## config.mk

```make
export PLATFORM = sky130hd
export DESIGN_NAME = pps_interval_mon
export DESIGN_NICKNAME = d
export VERILOG_FILES = /design/src/rtl/pps_interval_mon.sv
export SDC_FILE = /design/constraint.sdc
export NUM_CORES = 1
export LEC_CHECK = 0
export ABC_CLOCK_PERIOD_IN_PS = 5940
export BUFFER_PORTS_ARGS = -buffer_cell sky130_fd_sc_hd__buf_2
export CAP_MARGIN = 15
export CORE_MARGIN = 2
export CORE_UTILIZATION = 42
export DETAILED_ROUTE_END_ITERATION = 16
export PLACE_DENSITY = 0.67
export RECOVER_POWER = 100
export SETUP_SLACK_MARGIN = 0.05
export SYNTH_ARGS = -nofsm -noshare
export SYNTH_HDL_FRONTEND = slang
export SYNTH_SLANG_ARGS = --single-unit
```

## constraint.sdc

```tcl
create_clock -name clk -period 5.94 [get_ports clk]
set_input_delay 0.594 -clock clk [delete_from_list [all_inputs] [get_ports clk]]
set_output_delay 0.594 -clock clk [all_outputs]
set_load 0.01 [all_outputs]
```

## src/rtl/pps_interval_mon.sv

```systemverilog
module pps_interval_mon #(
  parameter int CLK_HZ = 1000
) (
  input  logic        clk,
  input  logic        rst,
  input  logic        pps_in,
  output logic        pps_pulse,
  output logic        pps_level,
  input  logic        wr_en,
  input  logic        rd_en,
  input  logic [1:0]  addr,
  input  logic [31:0] wdata,
  output logic [31:0] rdata
);
  localparam int W = $clog2(CLK_HZ);
  localparam logic [W-1:0] MAX = '1;

  logic cap_r, cap_f, cap_fr, s1, s2;
  logic evt, sat, ack, edge_sel, stable;
  logic [W-1:0] cnt, ivl, expc, meas;
  logic [31:0] rd_next;
  logic unused_bits;

  assign unused_bits = ^wdata[29:W];

  always_ff @(negedge clk) cap_f <= rst ? 1'b0 : pps_in;

  always_ff @(posedge clk) begin
    if (rst) begin
      cap_r  <= 1'b0;
      cap_fr <= 1'b0;
      s1     <= 1'b0;
      s2     <= 1'b0;
    end else begin
      cap_r  <= pps_in;
      cap_fr <= cap_f;
      s1     <= edge_sel ? cap_fr : cap_r;
      s2     <= s1;
    end
  end

  assign evt  = s1 & ~s2;
  assign sat  = (cnt == MAX);
  assign meas = sat ? MAX : cnt + 1'b1;
  assign ack  = wr_en && addr == 2'd0 && wdata[30];

  always_ff @(posedge clk) begin
    if (rst) begin
      cnt <= MAX;
      ivl <= MAX;
    end else if (evt) begin
      cnt <= '0;
      ivl <= meas;
    end else if (sat) begin
      ivl <= MAX;
    end else begin
      cnt <= cnt + 1'b1;
    end
  end

  always_ff @(posedge clk) begin
    if (rst) begin
      stable    <= 1'b0;
      pps_level <= 1'b0;
      pps_pulse <= 1'b0;
    end else begin
      pps_pulse <= evt;
      if (evt) pps_level <= ~pps_level;
      if (evt)      stable <= (meas == expc);
      else if (sat) stable <= 1'b0;
      else if (ack) stable <= 1'b0;
    end
  end

  always_ff @(posedge clk) begin
    if (rst) begin
      edge_sel <= 1'b0;
      expc     <= MAX;
    end else if (wr_en && addr == 2'd1) begin
      edge_sel <= wdata[31];
      expc     <= wdata[W-1:0];
    end
  end

  always_comb begin
    rd_next = '0;
    case (addr)
      2'd0: begin
        rd_next[W-1:0] = ivl;
        rd_next[31]    = pps_level;
        rd_next[30]    = stable;
      end
      2'd1: begin
        rd_next[W-1:0] = expc;
        rd_next[31]    = edge_sel;
      end
      2'd2: rd_next[W-1:0] = cnt;
      default: ;
    endcase
  end

  always_ff @(posedge clk) begin
    if (rst)        rdata <= '0;
    else if (rd_en) rdata <= rd_next;
  end
endmodule

```

==> metrics.yaml <==
grt:
  grt_pass1_wl_um: 8690
  grt.overflow.total: 0
  antenna_found_initial: 0
  grt_pass1_vias: 1794
  grt_usage: 0.171
  grt_max_degree: 42
worst_setup_path:
  max_stage_delay_ns: 0.28
  path_delay_family: "flip-flops"
  end_kind: "flip-flop"
  worstPathArrival_ns: 3.73
  crit_buf_inv: 0
  crit_required_ns: 6.07
  crit_path_max_fanout: 1
  worst-setup-path-type: "flip-flop to flip-flop"
  rr_endpoint: "cap_fr$_SDFF_PP0_"
  cp-start-kind: "flip-flop"
  rrSetupSlack_ns: 2.34
  rr_worst_depth: 1
  rr_startpoint: "cap_f$_DFF_N_"
  cp_cell_sequence: "nor2b_1"
  crit_slowest_cell: "dfxtp_1"
clocking:
  post_cts_buffers: 0
  cts.sinks: 51
  ctsHoldBuffers: 0
  cts_tree: "done"
  cts_buffers: 5
  path_clk_slew_ns: 0.09
  clockBufferDepth: 2
  cts_resized: 0
  cts-htree-levels: 2
  clock_latency_ns: 0.36
  cts-root-buf: "clkbuf_8"
drt:
  drtPass1Iterations: 4
  postRouteAntennaNets: 0
  vias: 2056
  wl_per_cell_um: 14.0
  drt_iter0_drc: 137
  drc_errors: 0
  viasPerCell: 5.24
  routed_wl_um: 5500
yosys:
  synth_enable_flop_cells: 0
  ys_types: 48
  ys_warn_count: 0
  avgSynthCellArea_sq_um: 8.60
  ys.flop_type: "dfxtp_1"
  synth_seq_cells: 51
  synth_area_sq_um: 2550
  synth_cells: 297
  yosysSeqAreaShare: 0.400
  async_flop_share: 0
sta:
  rsz0062_at_grt: "no"
  holdWs_ns: 0.477
  fin_tns_setup_ns: 0
  slew_headroom: -0.165
  skew_ns: 0.0522
  hold_viol_final: 0
  setup_viol: 0
  maxSlewViolCount: 42
  worst_pin_slew_ns: 1.75
min_path:
  min_from: "rdata[30]$_SDFFE_PP0P_"
  hold_path_depth: 2
  min_to: "rdata[30]$_SDFFE_PP0P_"
  min_path_type: "flip-flop to flip-flop"
power_and_ir_drop:
  power_w: 0.00107
  pwr-share-comb: 0.380
  p_switching_w: 0.000399
  power_leakage_nw: 1.19
  peakVddDrop_mv: 0.173
  power_density_nw_per_um2: 393
  seqPwrFrac: 0.416
  swShare: 0.371
  clockPowerShare: 0.204
  p_int_w: 0.000676
cells_and_area:
  area_growth_pct: 7.06
  layout-drive-gt1-share: 0.114
  finalNonFillerCells: 392
  final_nets: 356
  antenna_cells: 0
floorplan:
  placementRows: 28
  num_io_pins: 73
  die_w_um: 82.0
  die_area_sq_um: 6720
  start_util: 0.434
  die_h_um: 82.0
  design.core.area_sq_um: 5890
placement:
  portBuffers: 32
  hpwl_um: 3900
  place_inst: 384
  gp_congestion: 0.867
flow_run:
  cap_violations: 1
outcome:
  status: "complete, but fails checks"
  violations: "capacitance limit, slew limit"
==> power by group through the flow <==
stage	Clock (W)	Sequential [W]	Combinational (W)
6_report	0.000219	0.000447	0.000409
5_1_grt	0.000235	0.000456	0.000458
4_1_cts	0.000226	0.000445	0.000415
3_5_place_dp	0.00000211	0.000454	0.000412
3_3_place_gp	0.00000211	0.000453	0.000407
2_1_floorplan	0.00000211	0.000436	0.000357
==> through the flow <==
stage               worst slack, ns  utilization  cell area, sq um
finish                         2.34        0.464              2730
detailed placement             2.04        0.452              2660
global route                   2.32        0.464              2730
floorplan                      1.77            -              2630
global placement               2.05        0.452              2660
CTS                            2.40        0.469              2760
==> worst max path at each step <==
stage	slack, ns	startpoint	to	depth (start not counted)
3_3_place_gp	2.05	pps_in	cap_f$_DFF_N_	2
3_5_place_dp	2.04	pps_in	cap_f$_DFF_N_	2
5_1_grt	2.32	cap_f$_DFF_N_	cap_fr$_SDFF_PP0_	1
6_report	2.34	cap_f$_DFF_N_	cap_fr$_SDFF_PP0_	1
2_1_floorplan	1.77	rst	cap_f$_DFF_N_	3
4_1_cts	2.40	cap_f$_DFF_N_	cap_fr$_SDFF_PP0_	1
==> layer usage <==
layer / vias up / GRT usage / part of all wire
met2: 62 / 0.266 / 0.44
li1: 1054 / - / -
met4: 0 / 0.0550 / 0.011
met5: - / 0 / 0
met1: 933 / 0.236 / 0.50
met3: 7 / 0.0341 / 0.049
==> Yosys cell counts, types with 2 or more instances <==
cell	number	area (sq um)
nand2_1	19	71.3
buf_4	20	150
a21o_1	2	15.0
a211oi_1	10	75.1
nand3_1	10	50.1
nand4_1	2	12.5
o21bai_1	4	30.0
nand2b_1	4	25.0
xnor2_1	8	70.1
inv_1	3	11.3
and3_1	12	75.1
or2_2	4	25.0
buf_1	2	7.51
mux2i_1	16	160
a21oi_1	22	110
nor2_1	33	124
a211o_1	10	87.6
xor2_1	2	17.5
nor2b_1	5	31.3
o211ai_1	8	60.1
o21ai_0	6	30.0
clkbuf_1	19	71.3
dfxtp_1	51	1020
==> cell usage in the layout, fill, tap and decap left out, drive strengths merged, types with 2 or more instances in the layout <==
cell type  count
a211o         10
a211oi        10
a21o           2
a21oi         22
and2           2
and3          14
buf           19
clkbuf        23
conb          20
dfxtp         51
inv            4
mux2i         16
nand2         19
nand2b         4
nand3         10
nand4          2
nor2          33
nor2b          5
o211ai         8
o21ai          6
o21bai         4
or2            4
or4            2
xnor2          8
xor2           2
==> tightest hold or removal path, stage by stage (launching register included) <==
cell and delay, ns:
dfxtp_1 0.32, nand2b_1 0.06, a21oi_1 0.05
==> logic make-up after synthesis <==
| kind of cell | synth area share |
|---|---|
| XOR/XNOR | 0.0343 |
| adder cells (fa/ha/maj) | 0.00490 |
| multiplexers | 0.0627 |
| AO/OA/AOI/OAI | 0.190 |
| flip-flops | 0.400 |
| AND/OR/NAND/NOR | 0.209 |
| buffers and inverters | 0.0985 |
| other | 0.00147 |
==> registers in the layout (all words and copies together), names as in the netlist <==
| name | flops |
|---|---|
| stable | 1 |
| edge_sel | 1 |
| pps_level | 1 |
| pps_pulse | 1 |
| ivl | 10 |
| expc | 10 |
| s1 | 1 |
| cap_r | 1 |
| cap_f | 1 |
| cnt | 10 |
| s2 | 1 |
| rdata | 12 |
| cap_fr | 1 |
==> area by class of cell <==
| class | instances | area, sq um |
|---|---|---|
| clock buffer | 7 | 96.3 |
| clock inverter | 2 | 7.51 |
| fill | 610 | 3150 |
| inverter | 2 | 7.51 |
| multi-input combinational | 220 | 1350 |
| sequential | 51 | 1020 |
| tap | 75 | 93.8 |
| timing repair buffer | 35 | 160 |
(Power assumes the default switching activity.)
